===== src/rtl/poll_pkg.sv =====
package poll_pkg;

  typedef enum logic [1:0] {
    PS_IDLE = 2'd0,
    PS_REQ  = 2'd1,
    PS_WAIT = 2'd2,
    PS_DONE = 2'd3
  } poll_state_e;

endpackage


===== src/rtl/poll_rst_sync.sv =====
module poll_rst_sync #(
  parameter int STAGES = 2
) (
  input  logic clk,
  input  logic rst_n,
  output logic rst_sync_n
);
  logic [STAGES-1:0] chain_q;

  always_ff @(posedge clk or negedge rst_n) begin
    if (!rst_n) chain_q <= '0;
    else        chain_q <= {chain_q[STAGES-2:0], 1'b1};
  end

  assign rst_sync_n = chain_q[STAGES-1];
endmodule


===== src/rtl/poll_match.sv =====
module poll_match #(
  parameter int DW = 8
) (
  input  logic [DW-1:0] word,
  input  logic [DW-1:0] mask,
  input  logic [DW-1:0] value,
  output logic          equal
);
  logic [DW-1:0] diff;

  // Only bits selected by the mask may disagree-check; others are don't-care.
  always_comb begin
    diff  = (word & mask) ^ (value & mask);
    equal = (diff == '0);
  end
endmodule


===== src/rtl/poll_timer.sv =====
module poll_timer #(
  parameter int TW = 32
) (
  input  logic          clk,
  input  logic          rst_n,
  input  logic          cfg_load,
  input  logic [TW-1:0] cfg_delay,
  input  logic          cmd_begin,
  input  logic          clr,
  input  logic          run,
  input  logic          set_miss,
  output logic          expired,
  output logic          missed,
  output logic [TW-1:0] active
);
  localparam logic [TW-1:0] CNT_MAX = '1;

  logic [TW-1:0] held_q, held_d;
  logic [TW-1:0] active_q, active_d;
  logic [TW-1:0] cnt_q, cnt_d;
  logic          miss_q, miss_d;
  logic          held_en, active_en, cnt_en, miss_en;

  always_comb begin
    held_en   = cfg_load;
    held_d    = cfg_delay;
    active_en = cmd_begin;
    active_d  = held_q;
    cnt_en    = clr | (run & (cnt_q != CNT_MAX));
    cnt_d     = clr ? '0 : cnt_q + 1'b1;
    miss_en   = cmd_begin | set_miss;
    miss_d    = !cmd_begin;
  end

  always_ff @(posedge clk or negedge rst_n) begin
    if (!rst_n) begin
      held_q   <= '0;
      active_q <= '0;
      cnt_q    <= '0;
      miss_q   <= 1'b0;
    end else begin
      if (held_en)   held_q   <= held_d;
      if (active_en) active_q <= active_d;
      if (cnt_en)    cnt_q    <= cnt_d;
      if (miss_en)   miss_q   <= miss_d;
    end
  end

  assign expired = (active_q != '0) && (cnt_q >= active_q);
  assign missed  = miss_q;
  assign active  = active_q;

  // the working copy moves only when a command begins
  assert_active_hold_R8: assert property (@(posedge clk) disable iff (!rst_n)
    !cmd_begin |=> $stable(active_q));

  // a zero working timeout never reports expiry
  assert_zero_no_expiry_R5: assert property (@(posedge clk) disable iff (!rst_n)
    (active_q == '0) |-> !expired);
endmodule


===== src/rtl/poll_unit.sv =====
module poll_unit #(
  parameter int AW = 16,
  parameter int DW = 8,
  parameter int TW = 32
) (
  input  logic          clk,
  input  logic          rst_n,
  input  logic          cfg_load,
  input  logic [TW-1:0] cfg_delay,
  input  logic          cmd_begin,
  input  logic          start,
  input  logic [AW-1:0] poll_addr,
  input  logic [DW-1:0] poll_mask,
  input  logic [DW-1:0] poll_value,
  output logic          busy,
  output logic          done,
  output logic          hit,
  output logic          rd_req,
  output logic [AW-1:0] rd_addr,
  input  logic          rd_valid,
  input  logic [DW-1:0] rd_data
);
  import poll_pkg::*;

  logic          rst_i_n;
  poll_state_e   state_q, state_d;
  logic [AW-1:0] addr_q;
  logic [DW-1:0] mask_q, val_q;
  logic          hit_q, hit_d;
  logic          cap_en;
  logic          word_eq;
  logic          expired, missed, set_miss;
  logic          miss_now;
  logic [TW-1:0] active_to;

  poll_rst_sync #(.STAGES(2)) u_rst (
    .clk        (clk),
    .rst_n      (rst_n),
    .rst_sync_n (rst_i_n)
  );

  poll_match #(.DW(DW)) u_match (
    .word  (rd_data),
    .mask  (mask_q),
    .value (val_q),
    .equal (word_eq)
  );

  poll_timer #(.TW(TW)) u_timer (
    .clk       (clk),
    .rst_n     (rst_i_n),
    .cfg_load  (cfg_load),
    .cfg_delay (cfg_delay),
    .cmd_begin (cmd_begin),
    .clr       (cap_en),
    .run       ((state_q == PS_REQ) || (state_q == PS_WAIT)),
    .set_miss  (set_miss),
    .expired   (expired),
    .missed    (missed),
    .active    (active_to)
  );

  // A command boundary in the same cycle as start clears the timed-out state.
  assign miss_now = missed & ~cmd_begin;

  always_comb begin
    state_d  = state_q;
    hit_d    = hit_q;
    cap_en   = 1'b0;
    set_miss = 1'b0;
    unique case (state_q)
      PS_IDLE: if (start) begin
        cap_en = 1'b1;
        if (miss_now) begin
          state_d = PS_DONE;
          hit_d   = 1'b0;
        end else begin
          state_d = PS_REQ;
        end
      end
      PS_REQ:  state_d = PS_WAIT;
      PS_WAIT: if (rd_valid) begin
        if (word_eq) begin
          state_d = PS_DONE;
          hit_d   = 1'b1;
        end else if (expired) begin
          state_d  = PS_DONE;
          hit_d    = 1'b0;
          set_miss = 1'b1;
        end else begin
          state_d = PS_REQ;
        end
      end
      PS_DONE: state_d = PS_IDLE;
      default: state_d = PS_IDLE;
    endcase
  end

  always_ff @(posedge clk or negedge rst_i_n) begin
    if (!rst_i_n) begin
      state_q <= PS_IDLE;
      hit_q   <= 1'b0;
      addr_q  <= '0;
      mask_q  <= '0;
      val_q   <= '0;
    end else begin
      state_q <= state_d;
      hit_q   <= hit_d;
      if (cap_en) begin
        addr_q <= poll_addr;
        mask_q <= poll_mask;
        val_q  <= poll_value;
      end
    end
  end

  assign busy    = (state_q != PS_IDLE);
  assign done    = (state_q == PS_DONE);
  assign hit     = hit_q;
  assign rd_req  = (state_q == PS_REQ);
  assign rd_addr = addr_q;

  assert_req_single_R2: assert property (@(posedge clk) disable iff (!rst_i_n)
    rd_req |=> !rd_req);

  assert_done_single_R10: assert property (@(posedge clk) disable iff (!rst_i_n)
    done |=> !done);

  assert_hit_from_match_R3: assert property (@(posedge clk) disable iff (!rst_i_n)
    (done && hit) |-> $past(rd_valid && word_eq));

  assert_miss_needs_limit_R5: assert property (@(posedge clk) disable iff (!rst_i_n)
    (done && !hit) |-> (active_to != '0));

  assert_skip_after_miss_R7: assert property (@(posedge clk) disable iff (!rst_i_n)
    (!busy && start && missed && !cmd_begin) |=> (done && !hit && !rd_req));

  assert_busy_on_start_R9: assert property (@(posedge clk) disable iff (!rst_i_n)
    (!busy && start) |=> busy);
endmodule


===== config.mk =====
export PLATFORM = sky130hd
export DESIGN_NAME = poll_unit
export DESIGN_NICKNAME = d
export VERILOG_FILES = /design/src/rtl/poll_pkg.sv /design/src/rtl/poll_rst_sync.sv /design/src/rtl/poll_match.sv /design/src/rtl/poll_timer.sv /design/src/rtl/poll_unit.sv
export SDC_FILE = /design/constraint.sdc
export NUM_CORES = 1
export LEC_CHECK = 0
export BUFFER_PORTS_ARGS = -buffer_cell sky130_fd_sc_hd__buf_4
export CAP_MARGIN = 0
export CORE_MARGIN = 2
export CORE_UTILIZATION = 62
export CTS_CLUSTER_DIAMETER = 80
export DETAILED_ROUTE_END_ITERATION = 16
export PLACE_DENSITY = 0.86
export RECOVER_POWER = 100
export SKIP_LAST_GASP = 1
export SLEW_MARGIN = 15
export SYNTH_ARGS = -nofsm -noshare
export SYNTH_HDL_FRONTEND = slang
export SYNTH_SLANG_ARGS = --single-unit

===== constraint.sdc =====
create_clock -name clk -period 10.35 [get_ports clk]
set_input_delay 0.5175 -clock clk [delete_from_list [all_inputs] [get_ports clk]]
set_output_delay 0.5175 -clock clk [all_outputs]
set_load 0.01 [all_outputs]

==> metrics.log <==
[metrics] violations in the final reports: max-capacitance violations, max-slew violations
[metrics] Seq/Total Area, Yosys: 51.1%
[metrics] nature of the critical path endpoint: flip-flop
[metrics] Setup Slack @ Placement: approximately 8 ns
[metrics] post-synthesis instance area: roughly 0.0066 mm^2
[metrics] PnR Total Power: about 1.7 mW
[metrics] top-level port count: between 90 and 100
[metrics] post-route setup TNS: 0 ns
[metrics] maximum resistive drop on vdd: 0.000140 V
[metrics] async set-or-reset flop fraction in the synthesized netlist: 100%
[metrics] most frequent cells after synthesis: 156 x sky130_fd_sc_hd__nand2_1, 134 x sky130_fd_sc_hd__dfrtp_1, 42 x sky130_fd_sc_hd__o21ai_0
[metrics] fin crit share: 35.5%
[metrics] total of warnings raised by yosys: 0
[metrics] RD Place Congestion: around 0.9
[metrics] area share of the largest cell type after synthesis: 51.1%
[metrics] quantity of I/O buffers inserted on ports: 97
[metrics] CTS tree: built
[metrics] NumNets Final: 877
[metrics] Max Buffers Root-to-Sink: 2
[metrics] Worst Hold End: rd_addr[9]
[metrics] CTS root buffer: sky130_fd_sc_hd__clkbuf_8
[metrics] flop2flop setup slack: 6.68 ns
[metrics] non-filler instance count after layout: 910
[metrics] DRC viols: 0
[metrics] final count of hold timing violations: 0
[metrics] post-synth cell types: 53
[metrics] die boundary height: 107 um
[metrics] vias per inst: 5.86
[metrics] Finished Core Util: 76.3%
[metrics] worst hold-check slack: 0.177 ns
[metrics] share of total power consumed by net switching: 30.6%
[metrics] initial antenna violation count: 0
[metrics] leading post-synthesis cells by cell area: sky130_fd_sc_hd__dfrtp_1 51%, sky130_fd_sc_hd__nand2_1 8.9%, sky130_fd_sc_hd__ha_1 7.1%
[metrics] hold path cells: 3
[metrics] transition at the pin with the smallest max-transition slack: 3.20 ns
[metrics] detailed placer's ending HPWL: 10500 um
[metrics] final standard cell area without fillers: 0.00788 mm^2
[metrics] vias in the first global route: between 5000 and 6000
[metrics] Die ar.: between 0.01 and 0.015 mm^2
[metrics] largest fanout of any net on the critical path: 63
[metrics] antenna fix cells: 0
[metrics] Placed Instance Area: 0.00737 mm^2
[metrics] cell type contributing the most total cell area after synthesis: sky130_fd_sc_hd__dfrtp_1
[metrics] logic depth of the worst register-to-register path: 5
[metrics] class of the tightest hold or removal check: in2reg
[metrics] Mapped Cells: ~670
[metrics] sequential power share: about two fifths
[metrics] kind of start point of the critical path: flip-flop
[metrics] net switching power: 0.507 mW
[metrics] nets in the synthesized netlist: roughly 800
[metrics] static leakage power: 3.80 nW
[metrics] Arrival @ worst endpoint: about 4.1 ns
[metrics] Reg2Reg Capture Point: u_timer.cnt_q[17]
[metrics] width of the die: 107 um
[metrics] Req. time, crit path: 10.75 ns
[metrics] status: complete, but fails checks
[metrics] worst path setup slack after routing: roughly 6.7 ns
[metrics] flip-flop cell with the highest count after synthesis: sky130_fd_sc_hd__dfrtp_1
[metrics] average cell area after synthesis: ~10 um^2
[metrics] unrepaired setup endpoints after global routing: false
[metrics] total detailed-routing wirelength: 15500 um
[metrics] Multi-input gate area: roughly 0.0030 mm^2
[metrics] post-synthesis sequential element count: 134
[metrics] number of cells in the design after placement: around 880
[metrics] number of clock sinks seen by CTS: 134
[metrics] total grt overflow: 0
[metrics] final critical delay including setup and external delays: 3.67 ns
[metrics] Reg-to-Reg Start: state_q[1]
[metrics] max-capacitance violation count: 4
[metrics] portion of total power attributed to the clock network: 36.1%
[metrics] Clock Latency Late Sink: 0.52 ns
[metrics] final-layout fill cell count: 672
[metrics] endpoints failing setup: 0
[metrics] depth of the CTS H-tree: 4
[metrics] internal power: 1.15 mW
[metrics] PwrDens: 210 mW/mm^2
[metrics] drt pass-1 iters: 5
[metrics] path type of the worst setup path: reg2reg
[metrics] cell with the most instances after synthesis: sky130_fd_sc_hd__nand2_1
[metrics] Wirelength per Cell: about 17 um
[metrics] initial cell density of the core: approximately 64%
[metrics] Starting DRT DRC Count: approximately 460
[metrics] Inserted Clock Buffers: 17
[metrics] worst min-delay path startpoint: poll_addr[9]
[metrics] number of synthesized flops with an enable pin: 0
[metrics] layout overhead on the synthesized area: 20.0%
[metrics] clock-pin slew reported for the worst setup and hold paths after clock tree synthesis: 0.06 ns
[metrics] largest net degree at the start of global routing: between 80 and 90
[metrics] number of nets still failing antenna checks after routing: 0
[metrics] core footprint: 0.0103 mm^2
[metrics] Core Rows: 37
[metrics] area used by sequential logic in the layout: 0.00335 mm^2
[metrics] total of cells resized after clock tree synthesis: 0
[metrics] power share of the combinational group: 22.1%
[metrics] total routing resource utilization after global routing: approximately 29%
[metrics] via count of the routed design: 5329
[metrics] fmax: 272 MHz
[metrics] worst slew margin relative to its limit: -113%
[metrics] share of final-layout standard cells stronger than drive strength 1: 16.5%
[metrics] wire length of the first global-routing pass: 26000 um
[metrics] setup clock skew after layout: 0.00593 ns
[metrics] Slew Limit Fails: between 200 and 250
==> cell type report <==
| type | instances | area share [%] |
|---|---|---|
| Clock inverter | 9 | 1.59 |
| Inverter | 39 | 1.86 |
| Timing Repair Buffer | 100 | 8.42 |
| Tap cell | 136 | 2.16 |
| Sequential cell | 134 | 42.6 |
| Multi-Input combinational cell | 470 | 37.5 |
| Clock buffer | 22 | 5.88 |
==> state kept, by name, summed over array words and instances, names as in the netlist <==
signal	flops
u_timer.active_d	32
mask_q	8
rd_addr	16
u_timer.active	32
u_timer.cnt_q	32
hit	1
state_q	2
val_q	8
u_rst.chain_q	2
u_timer.missed	1
==> cells by family (layout without fill, tap and decap cells) <==
| family | count (synthesis) | after routing | synth area share, % |
|---|---|---|---|
| compound gates | 104 | 104 | 9.34 |
| buf+inv | 67 | 170 | 3.91 |
| xor+xnor | 27 | 27 | 3.60 |
| mux | 34 | 34 | 5.81 |
| flops | 134 | 134 | 51.1 |
| fa+ha+maj | 37 | 37 | 7.05 |
| other cells | 1 | 1 | 0.0571 |
| simple gates | 267 | 267 | 19.2 |
==> power groups by stage <==
stage                     clock network, mW  logic, mW  registers [mW]
final                                 0.598      0.366           0.693
after global routing                  0.626      0.415           0.705
after CTS                             0.602      0.393           0.693
after detailed placement                  0      0.384           0.699
after global placement                    0      0.366           0.692
after floorplan                           0      0.227           0.702
==> cell usage in the layout (no fill, tap or decap), types with 3 or more instances in the layout <==
| cell type | synthesis | final |
|---|---|---|
| sky130_fd_sc_hd__o211ai_1 | 4 | 4 |
| sky130_fd_sc_hd__nor3_1 | 4 | 4 |
| sky130_fd_sc_hd__buf_4 | 1 | 75 |
| sky130_fd_sc_hd__ha_1 | 37 | 37 |
| sky130_fd_sc_hd__mux2_2 | 14 | 14 |
| sky130_fd_sc_hd__a22oi_1 | 4 | 4 |
| sky130_fd_sc_hd__and4_1 | 8 | 8 |
| sky130_fd_sc_hd__xnor2_1 | 14 | 14 |
| sky130_fd_sc_hd__o21ai_0 | 42 | 43 |
| sky130_fd_sc_hd__nand4_1 | 15 | 15 |
| sky130_fd_sc_hd__nor3_2 | 3 | 3 |
| sky130_fd_sc_hd__bufinv_16 | 0 | 3 |
| sky130_fd_sc_hd__nand3_1 | 12 | 12 |
| sky130_fd_sc_hd__clkbuf_1 | 22 | 26 |
| sky130_fd_sc_hd__dfrtp_1 | 134 | 134 |
| sky130_fd_sc_hd__o21ai_1 | 4 | 3 |
| sky130_fd_sc_hd__or4_1 | 3 | 3 |
| sky130_fd_sc_hd__a21oi_1 | 28 | 28 |
| sky130_fd_sc_hd__inv_1 | 39 | 39 |
| sky130_fd_sc_hd__clkbuf_16 | 0 | 16 |
| sky130_fd_sc_hd__a211oi_1 | 3 | 3 |
| sky130_fd_sc_hd__nor2_1 | 27 | 27 |
| sky130_fd_sc_hd__mux2_1 | 19 | 19 |
| sky130_fd_sc_hd__clkbuf_8 | 0 | 4 |
| sky130_fd_sc_hd__xor2_1 | 13 | 13 |
| sky130_fd_sc_hd__nor4_1 | 10 | 10 |
| sky130_fd_sc_hd__nand2_1 | 156 | 156 |
| sky130_fd_sc_hd__clkinv_2 | 0 | 4 |
| sky130_fd_sc_hd__and2_1 | 4 | 3 |
| sky130_fd_sc_hd__and3_1 | 8 | 8 |
| sky130_fd_sc_hd__or3_1 | 7 | 7 |
==> timing repair <==
action,4_1_cts,5_1_grt
hold endpoints to repair,2,0
buffers inserted,0,0
hold buffers,1,0
==> worst max-delay path, stage by stage (launching register included) <==
cell	delay [ns]
sky130_fd_sc_hd__dfrtp_1	0.42
sky130_fd_sc_hd__inv_1	0.10
sky130_fd_sc_hd__ha_1	0.26
sky130_fd_sc_hd__and2_0	2.33
sky130_fd_sc_hd__or4_1	0.34
sky130_fd_sc_hd__nand2_1	0.06
==> worst max-delay path by stage <==
stage | startpoint | cells after the start | to | slack (ns)
floorplan | u_rst.chain_q[1] | 0 | hit | 6.34
global placement | u_timer.cnt_q[0] | 8 | state_q[1] | 8.13
detailed placement | u_timer.cnt_q[0] | 8 | state_q[1] | 7.97
CTS | u_timer.cnt_q[0] | 8 | state_q[1] | 7.96
global route | state_q[1] | 5 | u_timer.cnt_q[17] | 6.31
finish | state_q[1] | 5 | u_timer.cnt_q[17] | 6.68
==> metal layers <==
metal,vias to the layer above,track usage [%],routed length [um]
met1,2632,36.2,6240
met2,164,49.8,8260
met3,45,6.14,646
met4,0,11.6,366
li1,2488,-,-
met5,-,0,0
Note: power is estimated with default switching activity, not from simulation.
